[src/rtl/keyed_wdog64_pkg.sv]
package keyed_wdog64_pkg;

  localparam int AW = 8;

  localparam logic [AW-1:0] OFS_IDENT  = 8'h00;
  localparam logic [AW-1:0] OFS_EMU    = 8'h04;
  localparam logic [AW-1:0] OFS_CNT_LO = 8'h10;
  localparam logic [AW-1:0] OFS_CNT_HI = 8'h14;
  localparam logic [AW-1:0] OFS_PRD_LO = 8'h18;
  localparam logic [AW-1:0] OFS_PRD_HI = 8'h1C;
  localparam logic [AW-1:0] OFS_RUNCTL = 8'h20;
  localparam logic [AW-1:0] OFS_GLBCTL = 8'h24;
  localparam logic [AW-1:0] OFS_WDCTL  = 8'h28;

  localparam logic [15:0] KEY_OPEN  = 16'hA5C6;
  localparam logic [15:0] KEY_CLOSE = 16'hDA7E;

  localparam logic [1:0] GLB_MODE_WDOG = 2'd2;

  typedef enum logic [1:0] {
    WD_OFF = 2'd0,
    WD_PRE = 2'd1,
    WD_RUN = 2'd2
  } wd_state_e;

  // Global control permits arming: both halves out of reset, watchdog mode.
  function automatic logic glb_allows_arm(input logic [3:0] glb);
    return glb[0] && glb[1] && (glb[3:2] == GLB_MODE_WDOG);
  endfunction

  // Key comparison helpers.
  function automatic logic is_open_key(input logic [15:0] k);
    return k == KEY_OPEN;
  endfunction

  function automatic logic is_close_key(input logic [15:0] k);
    return k == KEY_CLOSE;
  endfunction

endpackage

[src/rtl/keyed_wdog64_cfg.sv]
module keyed_wdog64_cfg
  import keyed_wdog64_pkg::*;
#(
  parameter int DW = 32,
  parameter int NH = 2
) (
  input  logic               clk,
  input  logic               rst_n,
  input  logic               wr_en,
  input  logic [AW-1:0]      addr,
  input  logic [DW-1:0]      wdata,
  input  logic               locked,
  output logic [NH*DW-1:0]   prd,
  output logic [DW-1:0]      runctl,
  output logic [DW-1:0]      glbctl,
  output logic [DW-1:0]      emuctl
);

  logic [NH-1:0] prd_wr;
  logic          run_wr;
  logic          glb_wr;
  logic          emu_wr;

  // Period word strobes; halves follow each other at 4-byte steps.
  generate
    for (genvar h = 0; h < NH; h++) begin : g_prd_dec
      assign prd_wr[h] = wr_en && !locked &&
                         (addr == OFS_PRD_LO + AW'(4 * h));
    end
  endgenerate

  assign run_wr = wr_en && !locked && (addr == OFS_RUNCTL);
  assign glb_wr = wr_en && !locked && (addr == OFS_GLBCTL);
  assign emu_wr = wr_en && (addr == OFS_EMU);

  always_ff @(posedge clk or negedge rst_n) begin
    if (!rst_n) begin
      prd    <= '0;
      runctl <= '0;
      glbctl <= '0;
      emuctl <= '0;
    end else begin
      for (int h = 0; h < NH; h++) begin
        if (prd_wr[h]) prd[h*DW +: DW] <= wdata;
      end
      if (run_wr) runctl <= wdata;
      if (glb_wr) glbctl <= wdata;
      if (emu_wr) emuctl <= wdata;
    end
  end

  AST_CFG_FROZEN: assert property (@(posedge clk) disable iff (!rst_n)
    locked |=> ($stable(prd) && $stable(runctl) && $stable(glbctl)));

endmodule

[src/rtl/keyed_wdog64_count.sv]
module keyed_wdog64_count #(
  parameter int DW = 32,
  parameter int NH = 2,
  localparam int CW = NH * DW
) (
  input  logic            clk,
  input  logic            rst_n,
  input  logic [NH-1:0]   sw_wr,
  input  logic [DW-1:0]   wdata,
  input  logic            run,
  input  logic            tick,
  input  logic            restart,
  input  logic [CW-1:0]   prd,
  output logic [CW-1:0]   cnt,
  output logic            hit,
  output logic            expire
);

  // Timeout event: an enabled tick that finds the count at the period.
  assign hit = run && tick && !restart && (cnt == prd);

  always_ff @(posedge clk or negedge rst_n) begin
    if (!rst_n) begin
      cnt    <= '0;
      expire <= 1'b0;
    end else begin
      expire <= hit;
      if (restart) begin
        cnt <= '0;
      end else if (run && tick) begin
        cnt <= hit ? '0 : cnt + CW'(1);
      end else begin
        for (int h = 0; h < NH; h++) begin
          if (sw_wr[h]) cnt[h*DW +: DW] <= wdata;
        end
      end
    end
  end

  AST_RESTART_ZERO: assert property (@(posedge clk) disable iff (!rst_n)
    restart |=> (cnt == '0));

  AST_EXPIRE_ZERO: assert property (@(posedge clk) disable iff (!rst_n)
    expire |-> (cnt == '0));

  AST_IDLE_HOLD: assert property (@(posedge clk) disable iff (!rst_n)
    (!run && !restart && (sw_wr == '0)) |=> $stable(cnt));

  AST_SINGLE_EXPIRE: assert property (@(posedge clk) disable iff (!rst_n)
    (expire && (prd != '0)) |=> !expire);

endmodule

[src/rtl/keyed_wdog64_keyfsm.sv]
module keyed_wdog64_keyfsm
  import keyed_wdog64_pkg::*;
(
  input  logic       clk,
  input  logic       rst_n,
  input  logic       key_wr,
  input  logic [15:0] key_in,
  input  logic       en_in,
  input  logic       flag_clr_in,
  input  logic       arm_ok,
  input  logic       hit,
  output wd_state_e  state,
  output logic       locked,
  output logic       restart,
  output logic       wd_en,
  output logic       wd_flag,
  output logic [15:0] key_q
);

  logic      half_seen;
  wd_state_e state_nx;
  logic      arm_req;
  logic      go_req;
  logic      svc_req;

  assign arm_req = key_wr && en_in && is_open_key(key_in) && arm_ok;
  assign go_req  = key_wr && en_in && is_close_key(key_in);
  assign svc_req = key_wr && half_seen && is_close_key(key_in);

  always_comb begin
    state_nx = state;
    unique case (state)
      WD_OFF:  if (arm_req) state_nx = WD_PRE;
      WD_PRE:  if (go_req)  state_nx = WD_RUN;
      default: state_nx = WD_RUN;
    endcase
  end

  assign restart = ((state == WD_PRE) && go_req) ||
                   ((state == WD_RUN) && svc_req);
  assign locked  = (state != WD_OFF);

  always_ff @(posedge clk or negedge rst_n) begin
    if (!rst_n) begin
      state     <= WD_OFF;
      half_seen <= 1'b0;
      wd_en     <= 1'b0;
      wd_flag   <= 1'b0;
      key_q     <= '0;
    end else begin
      state <= state_nx;
      if (key_wr) key_q <= key_in;
      if (state == WD_OFF) begin
        if (key_wr) wd_en <= en_in;
        if (arm_req) wd_en <= 1'b1;
      end
      if (state == WD_RUN && key_wr) begin
        half_seen <= is_open_key(key_in);
      end else if (state != WD_RUN) begin
        half_seen <= 1'b0;
      end
      if (hit)              wd_flag <= 1'b1;
      else if (flag_clr_in) wd_flag <= 1'b0;
    end
  end

  AST_NO_DISARM: assert property (@(posedge clk) disable iff (!rst_n)
    (state != WD_OFF) |=> (state != WD_OFF));

  AST_ENABLE_STICKS: assert property (@(posedge clk) disable iff (!rst_n)
    (state != WD_OFF) |-> wd_en);

  AST_ARM_GATED: assert property (@(posedge clk) disable iff (!rst_n)
    ((state == WD_OFF) && !arm_ok) |=> (state == WD_OFF));

  AST_FLAG_ON_HIT: assert property (@(posedge clk) disable iff (!rst_n)
    hit |=> wd_flag);

endmodule

[src/rtl/keyed_wdog64.sv]
module keyed_wdog64
  import keyed_wdog64_pkg::*;
#(
  parameter int          DW       = 32,
  parameter logic [31:0] ID_VALUE = 32'h5744_0064
) (
  input  logic          clk,
  input  logic          rst_n,
  input  logic          wr_en,
  input  logic [7:0]    addr,
  input  logic [31:0]   wdata,
  output logic [31:0]   rdata,
  input  logic          count_tick,
  output logic          rst_req
);

  localparam int NH = 2;
  localparam int CW = NH * DW;

  logic [CW-1:0] prd;
  logic [CW-1:0] cnt;
  logic [DW-1:0] runctl;
  logic [DW-1:0] glbctl;
  logic [DW-1:0] emuctl;
  logic [NH-1:0] cnt_wr;
  wd_state_e     state;
  logic          locked;
  logic          restart;
  logic          hit;
  logic          wd_en;
  logic          wd_flag;
  logic [15:0]   key_q;
  logic          key_wr;

  generate
    for (genvar h = 0; h < NH; h++) begin : g_cnt_dec
      assign cnt_wr[h] = wr_en && !locked &&
                         (addr == OFS_CNT_LO + AW'(4 * h));
    end
  endgenerate

  assign key_wr = wr_en && (addr == OFS_WDCTL);

  keyed_wdog64_cfg #(.DW(DW), .NH(NH)) u_cfg (
    .clk    (clk),
    .rst_n  (rst_n),
    .wr_en  (wr_en),
    .addr   (addr),
    .wdata  (wdata),
    .locked (locked),
    .prd    (prd),
    .runctl (runctl),
    .glbctl (glbctl),
    .emuctl (emuctl)
  );

  keyed_wdog64_keyfsm u_fsm (
    .clk         (clk),
    .rst_n       (rst_n),
    .key_wr      (key_wr),
    .key_in      (wdata[31:16]),
    .en_in       (wdata[14]),
    .flag_clr_in (key_wr && wdata[15]),
    .arm_ok      (glb_allows_arm(glbctl[3:0])),
    .hit         (hit),
    .state       (state),
    .locked      (locked),
    .restart     (restart),
    .wd_en       (wd_en),
    .wd_flag     (wd_flag),
    .key_q       (key_q)
  );

  keyed_wdog64_count #(.DW(DW), .NH(NH)) u_cnt (
    .clk     (clk),
    .rst_n   (rst_n),
    .sw_wr   (cnt_wr),
    .wdata   (wdata),
    .run     (state == WD_RUN),
    .tick    (count_tick),
    .restart (restart),
    .prd     (prd),
    .cnt     (cnt),
    .hit     (hit),
    .expire  (rst_req)
  );

  always_comb begin
    unique case (addr)
      OFS_IDENT:  rdata = ID_VALUE;
      OFS_EMU:    rdata = emuctl;
      OFS_CNT_LO: rdata = cnt[DW-1:0];
      OFS_CNT_HI: rdata = cnt[CW-1:DW];
      OFS_PRD_LO: rdata = prd[DW-1:0];
      OFS_PRD_HI: rdata = prd[CW-1:DW];
      OFS_RUNCTL: rdata = runctl;
      OFS_GLBCTL: rdata = glbctl;
      OFS_WDCTL:  rdata = {key_q, wd_flag, wd_en, 14'd0};
      default:    rdata = '0;
    endcase
  end

  AST_REQ_FROM_RUN: assert property (@(posedge clk) disable iff (!rst_n)
    rst_req |-> (state == WD_RUN && wd_flag));

endmodule

[config.mk]
export PLATFORM = sky130hd
export DESIGN_NAME = keyed_wdog64
export DESIGN_NICKNAME = d
export VERILOG_FILES = /design/src/rtl/keyed_wdog64_pkg.sv /design/src/rtl/keyed_wdog64_cfg.sv /design/src/rtl/keyed_wdog64_count.sv /design/src/rtl/keyed_wdog64_keyfsm.sv /design/src/rtl/keyed_wdog64.sv
export SDC_FILE = /design/constraint.sdc
export NUM_CORES = 1
export LEC_CHECK = 0
export BUFFER_PORTS_ARGS = -buffer_cell sky130_fd_sc_hd__buf_4
export CAP_MARGIN = 40
export CORE_ASPECT_RATIO = 0.8
export CORE_MARGIN = 1.5
export CORE_UTILIZATION = 28
export DETAILED_ROUTE_END_ITERATION = 10
export SYNTH_ARGS = -nofsm -noshare
export SYNTH_HDL_FRONTEND = slang
export SYNTH_SLANG_ARGS = --single-unit
[constraint.sdc]
create_clock -name clk -period 3.2 [get_ports clk]
set_input_delay 0.16 -clock clk [delete_from_list [all_inputs] [get_ports clk]]
set_output_delay 0.16 -clock clk [all_outputs]
set_load 0.1 [all_outputs]
Yosys cells after proc, flatten, opt, wreduce, memory -nomap -nowiden
Cells that the tools add are included.

$add $sub $neg: 1. Eq/ne operators: 17. Multiplexer cells: 15. Reductions and logical operators: 37.

Operator list (number): $pmux 32 s9 (1); $mux 64 (3); $add 64x1->64 const B (1); $eq 64x64->1 (1); $mux 32 (2); $eq 16x16->1 const B (2); $eq 8x5->1 const B (4); $eq 8x6->1 const B (3); $logic_and 1x1->1 (24); $eq 8x3->1 const B (1); $logic_not 8->1 (1); $reduce_bool 2->1 (4); $mux 1 (6); $reduce_bool 3->1 (2); $eq 2x2->1 const B (2); $mux 2 (2); $ne 2x1->1 const B (2); $pmux 2 s2 (1); $reduce_and 2->1 (2); $eq 2x1->1 const B (1); $logic_not 1->1 (2); $logic_not 2->1 (1); $ne 2x2->1 const B (1); $logic_or 1x1->1 (1).

Bits in registers: 246. Input bits: 44. Output and inout bits: 33. Word-level logic and storage cells: 83.

Depth between registers and ports, before layout
Word-level depth: 12. Mapped depth: 10. Depth with buffers taken out: 8.

Cells and area by module
From an unflattened synthesis, not the netlist that was laid out.

Cell total of the unflattened synthesis: 1390. Area total of the unflattened synthesis: 14771.7 um^2.

By module, submodules not included: keyed_wdog64_cfg (instances 1, cells an instance 349, area each 6142.1 um^2, sequential area each 4003.8 um^2); keyed_wdog64_count (instances 1, cells an instance 685, area each 5425.2 um^2, sequential area each 1626.6 um^2); keyed_wdog64 (instances 1, cells an instance 289, area each 2287.2 um^2, sequential area each 0.0 um^2); keyed_wdog64_keyfsm (instances 1, cells an instance 67, area each 917.1 um^2, sequential area each 525.5 um^2).

Least setup slack after synthesis
OpenSTA, ideal clock, no wires.

Kind: input to output. Start: input addr[5]. End: output rdata[5]. Arrival: 2.555 ns. Data required time: 3.040 ns. Setup slack: 0.485 ns. Cell stages on the path: 8. Path buffers: 3. Cells stage by stage: or4b_1 > clkbuf_1 > or2_2 > buf_2 > nor2_2 > clkbuf_1 > a221oi_1 > nand3_1.

Longest elaborated chain between the ends: 2. Elaborated cells on any way between the ends: 10. Classes of those cells: eq/ne (8); mux (1); reduce/logical (1).

RTL lines: start: declaration (line keyed_wdog64.sv:10) `input logic [7:0] addr,`; $eq 8x6->1 (tied with other cells) (line keyed_wdog64.sv:89) `unique case (addr)`; $pmux 32 s9 * (line keyed_wdog64.sv:89); end: declaration (line keyed_wdog64.sv:12) `output logic [31:0] rdata,`.

Mark *: on every way between the ends. The rest lies on a longest branch, timed or not.

Final worst setup path
Start: register u_cnt.cnt[10]. End: register u_cnt.cnt[63].

Longest elaborated chain between the ends: 5. Elaborated cells on any way between the ends: 6. Classes of those cells: add/sub (1); eq/ne (1); mux (3); reduce/logical (1).

RTL lines: start: declaration (line keyed_wdog64_count.sv:14) `output logic [CW-1:0] cnt,`; start signal: assignment (line keyed_wdog64_count.sv:31) `cnt <= hit ? '0 : cnt + CW'(1);`; start signal: indexed assignment (line keyed_wdog64_count.sv:34) `if (sw_wr[h]) cnt[h*DW +: DW] <= wdata;`; branches (longest 2 deep; another with $add 64x1->64); $mux 64 * (line keyed_wdog64_count.sv:31); $mux 64 * (line keyed_wdog64_count.sv:30) `end else if (run && tick) begin`; $mux 64 * (line keyed_wdog64_count.sv:28) `if (restart) begin`.

Every way passes the cells marked *. A chain may end at the register's enable or synchronous reset.

==> summary.txt <==
Yosys
  • Mapped Cells: 1,355
  • Syn_nets: 1,400
  • Avg Cell Area, Syn: 10.2 um2
  • Post-synth top area share: 44.5%
  • Top cells by area, synth: dfrtp_1 (45%), mux2_2 (14%), mux2i_1 (3.0%)
  • Multiplexer share of the synthesized area: 17.0%
  • Compound-cell area share of the yosys netlist: 14.5%
  • Synth Register Bits: 246
  • Top cells by count, synth: dfrtp_1 (246), mux2_2 (172), nor2_1 (91)
  • EDFF count, synth: 0
  • Adder-cell area share of the yosys netlist: 0.0905%
  • Sequential-to-total area share from yosys stat: 44.5%
  • Async set-reset flop share out of synthesis: 100%
  • Mapped Area: 13,800 um2
  • Leading register cell type out of synthesis: dfrtp_1
  • Count leader, synth: dfrtp_1
  • Post-synthesis simple-gate area fraction: 14.8%
  • Post-Synth XOR/XNOR Area: 5.07%
  • Syn. warnings: 0
  • Synth area leader: dfrtp_1
  • Combinational family with the most area after synthesis: multiplexers
  • Cell variety after synth: 75

STA
  • Max-slew violation count: 0
  • Setup violations, final: 0
  • Skew final: 11.5 ps
  • F_max: 0.337 GHz
  • Setup repair after global routing missed its margin: no
  • Final setup TNS: 0 ps
  • Final Cycle Share: 92.7%
  • Worst-Margin Slew: 873 ps
  • Final min period: 2970 ps
  • Final Hold Viols: 0
  • Slew HR: 41.2%
  • Final worst setup slack: 233 ps

Place
  • Pre-CTS WS: 108 ps
  • GP Congestion: 1.01
  • Dpl hpwl: 43,300 um
  • Port bufs: 76
  • Placed cells: 2,053

Worst setup path
  • Slowest-stage cell, CP: or4_4
  • Worst path arrival time: 3410 ps
  • Worst-path cell chain: nand4_2 > or4_4 > and4bb_1 > nand3_1 > or2_1 > a31o_1 > a211o_1
  • Crit start category: flip-flop
  • Crit-path max cell delay: 620 ps
  • Setup Crit Path Kind: flip-flop to flip-flop
  • WP data required: 3650 ps
  • Setup crit end kind: flip-flop
  • Worst-path maximum fanout: 9

Global route
  • Total GRT Usage: 22.7%
  • Global route overflow: 0
  • Global-route wire length before repair: 85,100 um
  • Largest net degree at the start of global routing: 80
  • Vias in the first global route: 12,100
  • Initial antenna violation count: 3

Final layout
  • Layout Cells excl Fill: 2,138
  • Filler cell count: 4,786
  • Net count, final: 1,531
  • Fraction of layout cells with a size suffix above 1: 29.5%
  • Syn-to-layout area delta: 23.4%

Job
  • Maxcap violations: 0

Power and ir drop
  • Worst VDD drop: 387 uV
  • Power Internal: 5.48 mW
  • Clock power frac: 51.1%
  • Leak: 7.67 nW
  • Logic pwr share: 4.8%
  • Total power per unit cell area: 420 nW/um2
  • Switching Fraction: 23.5%
  • Sw Pwr: 1.68 mW
  • Sequential power share: 44.1%

Drt
  • Initial DRC count: 1,395
  • Via-per-instance ratio: 5.81
  • Wire per inst: 27.2 um
  • Drt total wl: 58,200 um
  • Pre-antenna DRT Iters: 6
  • Routed vias: 12,400
  • Post-route DRC: 0
  • Post-route ant nets: 0

Clock network
  • Clk Tree Root Cell: clkbuf_16
  • CTS Buffer Depth: 3
  • Total CTS buffers: 29
  • # Post-CTS Setup Buffers: 0
  • Clk_lat worst skew: 570 ps
  • Htree depth: 1
  • Worst-path clk slew: 70 ps
  • Clk sinks: 246
  • TritonCTS clock tree: yes

Floorplanning
  • Die Y: 202 um
  • Core area: 48,600 um2
  • Total I/O pin count: 77
  • Die area: 50,700 um2
  • Chip width: 251 um
  • Row count: 72
  • Initial Util: 28.5%

Run status
  • Status: completed

Min path
  • Worst hold path class: input port to flip-flop
## cell families (layout without fill, tap and decap cells)
family,count (synthesis),count (layout)
xor+xnor,80,80
fa+ha+maj,1,1
other cells,0,1
simple gates,396,396
compound gates,281,281
flops,246,246
mux,214,214
buf+inv,137,290
## power groups by stage
stage               registers (mW)  clock network, mW  logic (mW)
floorplan                     3.21                  0       0.112
global placement              3.21                  0       0.313
detailed placement            3.21                  0       0.316
CTS                           3.16               3.71       0.349
global route                  3.16               3.84       0.374
finish                        3.16               3.66       0.346
## layout make-up
| type | count | area (um2) | share of cell area (%) |
|---|---|---|---|
| multi-input combinational | 972 | 7160 | 41.9 |
| sequential | 246 | 6160 | 36.1 |
| timing repair buffer | 226 | 1880 | 11.0 |
| tap | 629 | 787 | 4.61 |
| clock buffer | 34 | 774 | 4.54 |
| clock inverter | 19 | 269 | 1.58 |
| inverter | 11 | 41.3 | 0.242 |
| antenna | 1 | 2.50 | 0.0147 |
## through the flow
stage | util, % | hold WS, ps | instance area (um2) | total power [mW]
CTS | 35.1 | 7.91 | 17100 | 7.22
global route | 35.1 | 28.6 | 17100 | 7.38
finish | 35.2 | 39.9 | 17100 | 7.17
global placement | 32.3 | 226 | 15700 | 3.53
floorplan | - | -136 | 13800 | 3.32
detailed placement | 32.3 | 215 | 15700 | 3.53
## worst max-delay path, delay by kind of cell, from the launching register on
family	cells	cell delay, ps
AND/OR/NAND/NOR	5	1800
flip-flops	1	540
AO/OA/AOI/OAI	2	500
## what timing repair did
item | 4_1_cts | 5_1_grt
gates resized for setup | 0 | 1
hold buffers | 31 | 0
hold endpoints to repair | 246 | 0
endpoints found under the setup margin | 0 | 1
## sequential cells by signal, indices dropped and copies added, names as in the netlist, 2 cells and up
signal,flops
u_cfg.glbctl,32
u_fsm.state,2
u_cfg.emuctl,32
u_cnt.cnt,64
u_fsm.key_q,16
u_cfg.runctl,32
u_cfg.prd,64
## cell usage in the layout (no fill, tap or decap), drive strengths merged, types with 5 or more instances in the layout
cell type    count
and2             6
o22ai           17
and3            11
o21ai           43
xnor2           43
xor2            37
nand3           56
nor2            92
a22o            18
o31ai           12
nand2           89
dfrtp          246
a221oi          24
a22oi           36
dlygate4sd3     31
nand2b           5
o211ai           7
a31oi           10
mux2i           42
o221ai           7
nand3b           8
a21oi           48
buf            195
and4             7
a31o             5
or4              6
bufinv           6
nor4            24
clkinv           6
a222oi          13
a211oi           6
inv             13
or3              6
clkinvlp         5
nand4           35
o31a             9
clkbuf          34
nor3            28
mux2           172
## routing by layer
layer / wire, um / track usage [%] / up-vias
met5: 69 / 0 / -
met1: 26800 / 33.5 / 6407
met4: 1860 / 7.55 / 4
met3: 5370 / 5.54 / 97
met2: 24200 / 32.0 / 582
li1: - / - / 5338
## path summary, 6_finish.rpt
path                                         startpoint                            to  slack, ps  cells past startpoint
max                           u_cnt.cnt[10]$_DFFE_PN0P_     u_cnt.cnt[63]$_DFFE_PN0P_        230                      7
min                                           wdata[16]     u_cfg.prd[16]$_DFFE_PN0P_         40                      2
max reg2reg                   u_cnt.cnt[10]$_DFFE_PN0P_     u_cnt.cnt[63]$_DFFE_PN0P_        230                      7
min reg2reg                u_cfg.runctl[15]$_DFFE_PN0P_  u_cfg.runctl[15]$_DFFE_PN0P_        500                      2
max in group asynchronous                         rst_n     u_cnt.cnt[57]$_DFFE_PN0P_       2030                      3
min in group asynchronous                         rst_n   u_cfg.runctl[1]$_DFFE_PN0P_        180                      2
(Power assumes the default switching activity.)
